==> config.mk <==
export PLATFORM = sky130hd
export DESIGN_NAME = slic_line_ctrl
export DESIGN_NICKNAME = d
export VERILOG_FILES = /design/src/rtl/slic_ctl_pkg.sv /design/src/rtl/slic_chan_reg.sv /design/src/rtl/e0_hold_timer.sv /design/src/rtl/slic_line_ctrl.sv
export SDC_FILE = /design/constraint.sdc
export NUM_CORES = 1
export LEC_CHECK = 0
export ABC_CLOCK_PERIOD_IN_PS = 2600
export BUFFER_PORTS_ARGS = -buffer_cell sky130_fd_sc_hd__clkbuf_2
export CORE_MARGIN = 3
export CORE_UTILIZATION = 40
export DETAILED_ROUTE_END_ITERATION = 12
export PLACE_DENSITY = 0.55
export RECOVER_POWER = 100
export SYNTH_ARGS = -nofsm -noshare
export SYNTH_HDL_FRONTEND = slang
export SYNTH_SLANG_ARGS = --single-unit
==> constraint.sdc <==
create_clock -name clk -period 2.6 [get_ports clk]
set_input_delay 0.26 -clock clk [delete_from_list [all_inputs] [get_ports clk]]
set_output_delay 0.26 -clock clk [all_outputs]
set_load 0.01 [all_outputs]
==> src/rtl/slic_ctl_pkg.sv <==
package slic_ctl_pkg;
    localparam int NUM_CH   = 2;
    localparam int REG_W    = 8;
    localparam int MODE_W   = 3;
    localparam int MODE_LSB = 5;
    localparam int DET_BIT  = 2;

    // Convert a delay in ns to whole clock cycles, rounding up, never below 1.
    function automatic longint unsigned hold_cycles(longint unsigned hz, longint unsigned ns);
        longint unsigned c;
        c = (hz * ns + 64'd999_999_999) / 64'd1_000_000_000;
        return (c == 0) ? 64'd1 : c;
    endfunction
endpackage

==> src/rtl/slic_chan_reg.sv <==
module slic_chan_reg
    import slic_ctl_pkg::*;
#(
    parameter int ADDR_W  = 4,
    parameter int MY_ADDR = 6
) (
    input  logic                clk,
    input  logic                rst_n,
    input  logic                wr_en,
    input  logic [ADDR_W-1:0]   wr_addr,
    input  logic [REG_W-1:0]    wr_data,
    output logic                hit,
    output logic [MODE_W-1:0]   mode,
    output logic                det_req
);
    typedef struct packed {
        logic [REG_W-1:0] cr;
    } reg_state_t;

    reg_state_t s_d, s_q;

    assign hit = wr_en && (wr_addr == ADDR_W'(MY_ADDR));

    always_comb begin
        s_d = s_q;
        if (hit) s_d.cr = wr_data;
    end

    always_ff @(posedge clk) begin
        if (!rst_n) s_q <= '0;
        else        s_q <= s_d;
    end

    assign mode    = s_q.cr[MODE_LSB +: MODE_W];
    assign det_req = s_q.cr[DET_BIT];

    // mode code follows the written bits on the next edge
    p_mode_follow_r2: assert property (@(posedge clk) disable iff (!rst_n)
        (wr_en && wr_addr == ADDR_W'(MY_ADDR)) |=> mode == $past(wr_data[MODE_LSB +: MODE_W]));
    // every bit of the register is stored
    p_store_r9: assert property (@(posedge clk) disable iff (!rst_n)
        hit |=> s_q.cr == $past(wr_data));
    // foreign addresses leave the register alone
    p_idle_r8: assert property (@(posedge clk) disable iff (!rst_n)
        !hit |=> $stable(s_q.cr));
endmodule

==> src/rtl/e0_hold_timer.sv <==
module e0_hold_timer #(
    parameter int unsigned LONG_CYC  = 410,
    parameter int unsigned SHORT_CYC = 5
) (
    input  logic clk,
    input  logic rst_n,
    input  logic pwr_on,
    input  logic load,
    input  logic target,
    output logic det
);
    localparam int CNT_W = $clog2(LONG_CYC + 1);
    localparam logic [CNT_W-1:0] LONG_V  = CNT_W'(LONG_CYC);
    localparam logic [CNT_W-1:0] SHORT_V = CNT_W'(SHORT_CYC);
    localparam logic [CNT_W-1:0] ONE_V   = CNT_W'(1);

    typedef struct packed {
        logic [CNT_W-1:0] cnt;
        logic             det;
    } tmr_state_t;

    tmr_state_t s_d, s_q;
    logic [CNT_W-1:0] dec;

    always_comb begin
        s_d = s_q;
        dec = s_q.cnt - ONE_V;
        if (load) begin
            s_d.cnt = pwr_on ? LONG_V : SHORT_V;
        end else if (s_q.cnt == ONE_V) begin
            s_d.det = target;
            s_d.cnt = '0;
        end else if (s_q.cnt != '0) begin
            s_d.cnt = (!pwr_on && dec > SHORT_V) ? SHORT_V : dec;
        end
    end

    always_ff @(posedge clk) begin
        if (!rst_n) s_q <= '0;
        else        s_q <= s_d;
    end

    assign det = s_q.det;

    // count never exceeds the long hold length
    p_cnt_bound_r3: assert property (@(posedge clk) disable iff (!rst_n)
        s_q.cnt <= LONG_V);
    // on expiry the line takes the stored register bit
    p_det_target_r3: assert property (@(posedge clk) disable iff (!rst_n)
        (s_q.cnt == ONE_V && !load) |=> det == $past(target));
    // the line only moves on expiry
    p_det_hold_r5: assert property (@(posedge clk) disable iff (!rst_n)
        (s_q.cnt != ONE_V || load) |=> $stable(det));
    // power-down caps the remaining wait
    p_pd_short_r6: assert property (@(posedge clk) disable iff (!rst_n)
        (!pwr_on && !load && s_q.cnt > SHORT_V) |=> s_q.cnt <= SHORT_V);
endmodule

==> src/rtl/slic_line_ctrl.sv <==
module slic_line_ctrl
    import slic_ctl_pkg::*;
#(
    parameter longint unsigned CLK_HZ        = 20_480_000,
    parameter longint unsigned HOLD_LONG_NS  = 20_000,
    parameter longint unsigned HOLD_SHORT_NS = 200,
    parameter int              ADDR_W        = 4,
    parameter int              ADDR_CH1      = 6,
    parameter int              ADDR_CH2      = 13
) (
    input  logic                            clk,
    input  logic                            rst_n,
    input  logic                            pwr_on,
    input  logic                            wr_en,
    input  logic [ADDR_W-1:0]               wr_addr,
    input  logic [REG_W-1:0]                wr_data,
    output logic [NUM_CH-1:0][MODE_W-1:0]   mode_sel,
    output logic [NUM_CH-1:0]               det_sel
);
    localparam int unsigned LONG_CYC  = int'(hold_cycles(CLK_HZ, HOLD_LONG_NS));
    localparam int unsigned SHORT_CYC = int'(hold_cycles(CLK_HZ, HOLD_SHORT_NS));

    for (genvar g = 0; g < NUM_CH; g++) begin : g_ch
        localparam int CH_ADDR = (g == 0) ? ADDR_CH1 : ADDR_CH2;
        logic hit;
        logic det_req;

        slic_chan_reg #(
            .ADDR_W  (ADDR_W),
            .MY_ADDR (CH_ADDR)
        ) i_reg (
            .clk     (clk),
            .rst_n   (rst_n),
            .wr_en   (wr_en),
            .wr_addr (wr_addr),
            .wr_data (wr_data),
            .hit     (hit),
            .mode    (mode_sel[g]),
            .det_req (det_req)
        );

        e0_hold_timer #(
            .LONG_CYC  (LONG_CYC),
            .SHORT_CYC (SHORT_CYC)
        ) i_tmr (
            .clk    (clk),
            .rst_n  (rst_n),
            .pwr_on (pwr_on),
            .load   (hit),
            .target (det_req),
            .det    (det_sel[g])
        );
    end

    // outputs are clear on the first cycle after reset
    p_reset_clear_r1: assert property (@(posedge clk)
        !rst_n |=> (mode_sel == '0 && det_sel == '0));
endmodule

==> impl_metrics.tcl, run 1 <==
set metrics [dict create \
    arrival_ns 2.49 \
    outcome "completed" \
    finalCriticalPeriod_ns 2.313 \
    fin_worst_skew_ns 0.004012 \
    share_seq_of_total_power 0.277 \
    die-area_um2 5621 \
    die_h_um 74.98 \
    gr-total-overflow 0 \
    hpwl_mm 3.214 \
    ys_seq_elements 28 \
    synth_seq_area_share 0.2945 \
    antenna_found_initial 0 \
    avgViaCountPerCell 5.900 \
    pin_count 24 \
    grt_max_degree 26 \
    drive_above_1_share 0.1519 \
    critPathMaxStageDelay_ns 0.49 \
    hold_violations 0 \
    maxCapViolations 0 \
    grt_pass1_vias 1442 \
    diodes 0 \
    setup_viol 0 \
    synth.avg_cell_area_um2 8.384 \
    drt_iter0_drc 105 \
    maxClockFrequency_mhz 432.4 \
    syn_inst 227 \
    track_usage 0.1639 \
    finalCritPeriodShare 0.8895 \
    hold_class "primary input to flop" \
    synth-edff-count 0 \
    area_delta_synth_final_pct 5.457 \
    vias 1705 \
    final_cell_mix "nand2_1 (29), dfxtp_1 (28), nor2_1 (14)" \
    initial_core_util 0.4253 \
    fin_tns_setup_ns 0 \
    cts_setup_buffers 0 \
    wire_per_inst_um 14.99 \
    cts_resized 0 \
    layout_commonest_cell "nand2_1" \
    tritoncts "done" \
    internal_power_mw 1.319 \
    syn_area_um2 1903 \
    cts.sink_count 28 \
    synth-async-reset-ratio 0 \
    cp_data_required_time_ns 2.78 \
    nets 260 \
    rsz0062_at_grt "false" \
    synth_nets 249 \
    path_clk_slew_ns 0.10 \
    cts.hold.buffers_added 0 \
    p_sw_frac 0.4655 \
    tightest_slew_ns 0.6359 \
    synth_cell_types 61 \
    htreeDepth 1 \
    portBuffers 19 \
    report.power.total_mw 2.467 \
    crit_chain "inv_1 > ha_1 > or3b_1 > nor3b_1 > or3_1 > a31o_1 > and3_1" \
    maxSlewViolCount 0 \
    fp.dieW_um 74.98 \
    gp_congestion 0.8804 \
    pwr-share-clk 0.112 \
    postRouteAntennaNets 0 \
    drcViolationCount 0 \
    core_area_um2 4474 \
    relSlewSlack 0.5745 \
    critPathSlowestCell "dfxtp_1" \
    cts-buffers-inserted 3 \
    drt-total-wl_mm 4.332 \
    ys_warn_count 0 \
    drt_pass1_iterations 4 \
    switching_power_mw 1.149 \
    start_kind "flop" \
    grt_first_pass_wirelength_mm 7.169 \
    ir_worst_vdd_mv 0.3373 \
    cts.path.max_buffers 2 \
    cts-root-buf "clkbuf_8" \
    fill_cells 443 \
    power_frac_comb 0.611 \
    fp-row-count 24 \
    p_leak_nw 0.7544 \
    power_density_nw_per_um2 1229 \
    cp_max_fo 8 \
    crit_type "flop to flop" \
    synth_ff_type "dfxtp_1" \
    clock_latency_ns 0.28 \
    critPathCaptureType "flop" \
]
-- power groups by stage --
stage / Sequential (mW) / Combinational, mW / Clock (mW)
3_3_place_gp: 0.692 / 1.52 / 0
4_1_cts: 0.680 / 1.51 / 0.285
3_5_place_dp: 0.690 / 1.50 / 0
5_1_grt: 0.709 / 1.67 / 0.304
6_report: 0.684 / 1.51 / 0.276
2_1_floorplan: 0.632 / 1.31 / 0
-- cell type report --
class                      instances  area (um^2)  share of cell area
multi-input combinational        181         1225              0.6103
inverter                           5        18.77            0.009352
tap                               52        65.06             0.03242
timing repair buffer              19        82.58             0.04115
sequential                        28        560.5              0.2793
clock buffer                       4        55.05             0.02743
-- final timing paths --
kind         slack [ns]                   end                 start  cells past startpoint
max                0.29  g_ch[0].i_tmr.s_q[8]  g_ch[0].i_tmr.s_q[1]                      7
min                0.23  g_ch[0].i_reg.s_q[6]            wr_data[6]                      3
max reg2reg        0.29  g_ch[0].i_tmr.s_q[8]  g_ch[0].i_tmr.s_q[1]                      7
min reg2reg        0.47  g_ch[1].i_reg.s_q[2]  g_ch[1].i_reg.s_q[2]                      2
-- per-layer routing --
| layer | wire length [um] | track usage |
|---|---|---|
| met1 | 2314 | 0.2543 |
| met2 | 1849 | 0.2369 |
| met3 | 122 | 0.02136 |
| met4 | 45 | 0.04150 |
| met5 | 0 | 0 |
-- per-stage QoR --
step	worst slack (ns)	hold WS, ns	instance area, um^2	std cells	util
finish	0.2873	0.2303	2007	289	0.4485
global route	0.1147	0.2375	2007	289	0.4485
CTS	0.3112	0.2303	2024	289	0.4525
detailed placement	0.3240	0.4605	1969	285	0.4402
global placement	0.3097	0.4566	1969	285	0.4402
floorplan	0.5237	0.4050	1903	227	-
-- state kept, by name, indices dropped and copies added (netlist names) --
name and flops:
g_ch.i_reg.s_q 8, g_ch.i_tmr.det 2, g_ch.i_tmr.s_q 18
-- cell families after synthesis --
group	after synthesis	synth area share
buffers and inverters	18	0.05917
multiplexers	3	0.01578
AND/OR/NAND/NOR	107	0.3366
adder cells (fa/ha/maj)	6	0.03945
AO/OA/AOI/OAI	60	0.2314
XOR/XNOR	5	0.02302
flip-flops	28	0.2945
-- worst max-delay path: cells and delay by family (launching register included) --
family,cells,cell delay (ns)
AOI/OAI and AO/OA,1,0.26
adders and majority gates,1,0.33
buffers and inverters,1,0.14
DFF,1,0.49
and+or+nand+nor,4,1.00
-- cell usage after synthesis (4+ instances only) --
cell type  count  area, um^2
nand2_1       29       108.9
a21oi_1       12       60.06
nand3b_1       4       30.03
ha_1           6       75.07
nor2_1        14       52.55
buf_4          6       45.04
or3_1          4       25.02
dfxtp_1       28       560.5
nand3_1       12       60.06
o21ai_0        6       30.03
a21boi_0      11       82.58
nand4_1        6       37.54
nor3_1         6       30.03
inv_1          5       18.77
(Power assumes the default switching activity.)
==> inputs of run 2 (changes only) <==
--- a/config.mk
+++ b/config.mk
@@ -5,7 +5,7 @@
 export SDC_FILE = /design/constraint.sdc
 export NUM_CORES = 1
 export LEC_CHECK = 0
-export ABC_CLOCK_PERIOD_IN_PS = 2600
+export ABC_CLOCK_PERIOD_IN_PS = 2800
 export BUFFER_PORTS_ARGS = -buffer_cell sky130_fd_sc_hd__clkbuf_2
 export CORE_MARGIN = 3
 export CORE_UTILIZATION = 40
==> constraint.sdc (replaced) <==
create_clock -name clk -period 2.8 [get_ports clk]
set_input_delay 0.28 -clock clk [delete_from_list [all_inputs] [get_ports clk]]
set_output_delay 0.28 -clock clk [all_outputs]
set_load 0.01 [all_outputs]
==> impl_metrics.tcl, run 2 (synthesis results as in run 1) <==
set metrics [dict create \
    internal_power_mw 1.191 \
    share_seq_of_total_power 0.282 \
    drive_above_1_share 0.1441 \
    r2r-start "g_ch[1].i_tmr.s_q[1]" \
    reg2reg_to "g_ch[1].i_tmr.s_q[3]" \
    utilization 0.4444 \
    pwr-share-clk 0.099 \
    whs_path_depth 3 \
    grt_first_pass_wirelength_mm 7.189 \
    antenna_found_initial 0 \
    arrival_ns 2.59 \
    nets 260 \
    cts.path.max_buffers 2 \
    core_area_um2 4474 \
    report.power.total_mw 2.259 \
    track_usage 0.1647 \
    hpwl_mm 3.220 \
    cp_data_required_time_ns 2.95 \
    min_to "g_ch[0].i_reg.s_q[5]" \
    initial_core_util 0.4253 \
    avgViaCountPerCell 5.965 \
    ir_worst_vdd_mv 0.3504 \
    cts-buffers-inserted 3 \
    gr-total-overflow 0 \
    crit_chain "ha_1 > or3b_2 > nor3_1 > nand3b_1 > nand3b_1 > o311ai_0" \
    reg2reg_slack_ns 0.36 \
    finalCritPeriodShare 0.8717 \
    cts_resized 0 \
    portBuffers 19 \
    postRouteAntennaNets 0 \
    diodes 0 \
    power_frac_comb 0.619 \
    finalCriticalPeriod_ns 2.441 \
    relSlewSlack 0.5562 \
    place_inst 285 \
    crit_type "flop to flop" \
    drcViolationCount 0 \
    area_delta_synth_final_pct 4.471 \
    maxSlewViolCount 0 \
    hold_violations 0 \
    outcome "completed" \
    switching_power_mw 1.067 \
    htreeDepth 1 \
    clock_latency_ns 0.27 \
    p_leak_nw 0.7468 \
    hold_start "wr_data[5]" \
    grt_pass1_vias 1458 \
    cts.sink_count 28 \
    rsz0062_at_grt "false" \
    drt-total-wl_mm 4.427 \
    r2r_cells 6 \
    fin_worst_skew_ns 0.002061 \
    tritoncts "done" \
    cpMostUsedCell "nand3b_1" \
    fin_area_um2 1988 \
    maxClockFrequency_mhz 409.7 \
    cts.hold.buffers_added 0 \
    die_h_um 74.98 \
    die-area_um2 5621 \
    largest_reg_flops 18 \
    pin_count 24 \
    wire_per_inst_um 15.37 \
    drt_iter0_drc 137 \
    layout_commonest_cell "nand2_1" \
    drt_pass1_iterations 4 \
    critPathSlowestCell "nor3_1" \
    fp-row-count 24 \
    hold_class "primary input to flop" \
    fill_cells 458 \
    vias 1718 \
    path_clk_slew_ns 0.09 \
    fin_tns_setup_ns 0 \
    final_cell_count_no_fill 288 \
    grt_max_degree 26 \
    critPathMaxStageDelay_ns 0.55 \
    critPathCaptureType "flop" \
    cp_max_fo 9 \
    placed_cell_area_um2 1969 \
    power_density_nw_per_um2 1136 \
    top_register "g_ch.i_tmr.s_q" \
    p_sw_frac 0.4725 \
    cts_setup_buffers 0 \
    gp_congestion 0.8526 \
    setup_viol 0 \
    final_cell_mix "nand2_1 (29), dfxtp_1 (28), nor2_1 (14)" \
    fp.dieW_um 74.98 \
    cts-root-buf "clkbuf_8" \
    start_kind "flop" \
    maxCapViolations 0 \
    tightest_slew_ns 0.6632 \
]
==> run 2: changes by cell type in the layout (fill, tap and decap cells not counted), sizes merged <==
cell    change
clkbuf      -1
==> run 2: layer usage <==
layer	up-vias	GRT usage	share of wire
li1	869	-	-
met3	4	0.02403	0.042
met5	-	0	0
met1	805	0.2520	0.52
met2	40	0.2456	0.43
met4	0	0.02964	0.0084
==> run 2: final cells by class <==
| cell class | count | area (um^2) | area share |
|---|---|---|---|
| multi-input combinational | 181 | 1220 | 0.6136 |
| clock buffer | 3 | 41.29 | 0.02077 |
| sequential | 28 | 560.5 | 0.2819 |
| timing repair buffer | 19 | 82.58 | 0.04154 |
| inverter | 5 | 18.77 | 0.009440 |
| tap | 52 | 65.06 | 0.03272 |
==> run 2: how the worst max path moves through the flow <==
stage,start,endpoint,depth (start not counted)
6_report,g_ch[1].i_tmr.s_q[1],g_ch[1].i_tmr.s_q[3],6
5_1_grt,g_ch[1].i_tmr.s_q[1],g_ch[1].i_tmr.s_q[3],6
4_1_cts,g_ch[0].i_tmr.s_q[1],g_ch[0].i_tmr.s_q[8],7
3_5_place_dp,g_ch[0].i_tmr.s_q[1],g_ch[0].i_tmr.s_q[8],7
3_3_place_gp,g_ch[0].i_tmr.s_q[1],g_ch[0].i_tmr.s_q[8],7
2_1_floorplan,g_ch[0].i_tmr.s_q[1],g_ch[0].i_tmr.s_q[8],9
==> run 2: stage by stage <==
stage / hold slack (ns) / worst slack [ns]
floorplan: 0.4250 / 0.7237
global placement: 0.4580 / 0.5200
detailed placement: 0.4631 / 0.5253
CTS: 0.2508 / 0.5101
global route: 0.2524 / 0.2035
finish: 0.2567 / 0.3592
==> run 2: power groups by stage <==
stage               clock [mW]  sequential, mW  combinational [mW]
floorplan                    0           0.586                1.21
global placement             0           0.644                1.42
detailed placement           0           0.643                1.40
CTS                      0.232           0.634                1.41
global route             0.249           0.650                1.56
finish                   0.223           0.637                1.40
==> run 2: worst max-delay path, delay by kind of cell (launching register included) <==
family	cells	cell delay [ns]
AOI/OAI and AO/OA	1	0.12
DFF	1	0.53
adders and majority gates	1	0.22
and+or+nand+nor	4	1.44
==> inputs of run 3 (changes only) <==
--- a/config.mk
+++ b/config.mk
@@ -5,12 +5,13 @@
 export SDC_FILE = /design/constraint.sdc
 export NUM_CORES = 1
 export LEC_CHECK = 0
+export ABC_AREA = 1
 export ABC_CLOCK_PERIOD_IN_PS = 2800
-export BUFFER_PORTS_ARGS = -buffer_cell sky130_fd_sc_hd__clkbuf_2
-export CORE_MARGIN = 3
+export CORE_MARGIN = 5
 export CORE_UTILIZATION = 40
 export DETAILED_ROUTE_END_ITERATION = 12
-export PLACE_DENSITY = 0.55
+export DONT_BUFFER_PORTS = 1
+export PLACE_DENSITY = 0.5
 export RECOVER_POWER = 100
 export SYNTH_ARGS = -nofsm -noshare
 export SYNTH_HDL_FRONTEND = slang
==> impl_metrics.tcl, run 3 <==
set metrics [dict create \
    synth.area.top_cells "dfxtp_1 (33%), nand2_1 (10%), nor2_1 (7.8%), a21oi_1 (5.4%), nand3_1 (4.8%)" \
    final_cell_mix "nand2_1 (48), nor2_1 (37), dfxtp_1 (28)" \
    drcViolationCount 0 \
    grt_max_degree 16 \
    grt_pass1_vias 1454 \
    synth_ff_type "dfxtp_1" \
    fin_worst_skew_ns 0.006581 \
    postRouteAntennaNets 0 \
    crit_type "flop to flop" \
    setup_viol 0 \
    fill_cells 449 \
    synth_seq_area_share 0.3341 \
    start_kind "flop" \
    wire_per_inst_um 12.25 \
    synth_top_cell_by_area "dfxtp_1" \
    synth.cells.most_frequent "nand2_1 (45), nor2_1 (35), dfxtp_1 (28), inv_1 (21), a21oi_1 (18)" \
    synth_compound_area_frac 0.1193 \
    synthAdderAreaFrac 0.04474 \
    syn_area_um2 1678 \
    synth_cell_types 30 \
    diodes 0 \
    drive_above_1_share 0.1317 \
    tritoncts "done" \
    core_area_um2 4029 \
    cts_setup_buffers 0 \
    synth-async-reset-ratio 0 \
    cts-buffers-inserted 3 \
    die-area_um2 5590 \
    fp.dieW_um 74.77 \
    clock_latency_ns 0.27 \
    synth_nets 264 \
    cts-root-buf "clkbuf_8" \
    fin_area_um2 1728 \
    cts.sink_count 28 \
    vias 1463 \
    cts_resized 0 \
    gr-total-overflow 0 \
    cts.path.max_buffers 2 \
    utilization 0.4289 \
    synth-simple-area-share 0.4146 \
    nets 266 \
    ff_latch_area_um2 560.5 \
    tightest_slew_ns 0.5071 \
    fp-row-count 23 \
    synthMuxAreaShare 0 \
    fin_hold_ws_ns 0.1265 \
    power_density_nw_per_um2 1185 \
    placed_cell_area_um2 1722 \
    synth-xor-area-share 0.01044 \
    report.power.total_mw 2.047 \
    drt_pass1_iterations 5 \
    multi_input_area_um2 939.7 \
    hpwl_mm 2.843 \
    portBuffers 0 \
    track_usage 0.1472 \
    ys_warn_count 0 \
    synth_top_area_frac 0.3341 \
    ir_worst_vdd_mv 0.4234 \
    p_leak_nw 0.7906 \
    drt-total-wl_mm 3.590 \
    antenna_found_initial 0 \
    layout_commonest_cell "nand2_1" \
    maxClockFrequency_mhz 477.5 \
    outcome "completed" \
    arrival_ns 2.30 \
    syn_inst 242 \
    gp_congestion 0.7516 \
    cts.hold.buffers_added 0 \
    drt_iter0_drc 77 \
    area_delta_synth_final_pct 2.983 \
    path_clk_slew_ns 0.10 \
    synth_top_family_by_area "simple AND/OR/NAND/NOR gates" \
    ys_seq_elements 28 \
    initial_core_util 0.4165 \
    finalCriticalPeriod_ns 2.094 \
    avgViaCountPerCell 4.993 \
    relSlewSlack 0.6593 \
    fin_tns_setup_ns 0 \
    hold_class "primary input to flop" \
    synth.avg_cell_area_um2 6.933 \
    synth-edff-count 0 \
    largest_reg_flops 18 \
    htreeDepth 1 \
    maxSlewViolCount 0 \
    cp_data_required_time_ns 3.00 \
    rsz0062_at_grt "false" \
    maxCapViolations 0 \
    grt_first_pass_wirelength_mm 6.423 \
    critPathCaptureType "flop" \
    synth_most_common_cell "nand2_1" \
    die_h_um 74.77 \
    hold_violations 0 \
    top_register "g_ch.i_tmr.s_q" \
    finalCritPeriodShare 0.7479 \
    cp_max_fo 8 \
    pin_count 24 \
]
run 3: kinds of logic (layout without fill, tap and decap cells):
group | count (synthesis) | in the layout
fa+ha+maj | 6 | 6
xor+xnor | 2 | 2
flops | 28 | 28
simple gates | 136 | 136
buf+inv | 32 | 33
compound gates | 38 | 38
run 3: critical path: stages (launching register included):
cell and delay (ns):
dfxtp_1 0.37, inv_1 0.18, ha_1 0.29, nand3_1 0.19, nand2_1 0.09, nand2_1 0.07, nor2_1 0.09, nand2_1 0.06
nor2_1 0.13, nand2_2 0.06, nand2_1 0.20, nand3_1 0.16, nor3_1 0.14
run 3: per-layer routing:
layer | up-vias | global-route usage | part of all wire | routed length [um]
met5 | - | 0 | 0 | 0
met4 | 0 | 0.04150 | 0.0064 | 23
met3 | 2 | 0.04139 | 0.069 | 246
met2 | 34 | 0.2146 | 0.40 | 1425
met1 | 643 | 0.2119 | 0.53 | 1894
li1 | 784 | - | - | -
run 3: final cells by class:
cell class | count | share of cell area
clock buffers | 4 | 0.03186
flip-flops and latches | 28 | 0.3244
multi-input cells | 182 | 0.5438
well taps | 50 | 0.03621
inverters | 29 | 0.06372
run 3: report_power, final:
part / internal [mW] / switching (mW)
Combinational: 0.421 / 0.774
Clock: 0.126 / 0.130
Sequential: 0.499 / 0.0971
run 3: worst paths after layout:
path | from | endpoint | slack, ns | depth (start not counted)
setup / recovery | g_ch[1].i_tmr.s_q[1] | g_ch[1].i_tmr.s_q[6] | 0.71 | 12
hold / removal | rst_n | g_ch[0].i_reg.s_q[2] | 0.13 | 2
setup reg to reg | g_ch[1].i_tmr.s_q[1] | g_ch[1].i_tmr.s_q[6] | 0.71 | 12
hold reg to reg | g_ch[1].i_reg.s_q[2] | g_ch[1].i_reg.s_q[2] | 0.48 | 2
run 3: stage by stage:
step / setup WS, ns / std cells
floorplan: 1.167 / 242
global placement: 0.9671 / 289
global route: 0.4361 / 293
detailed placement: 0.9713 / 289
CTS: 0.9477 / 293
finish: 0.7059 / 293
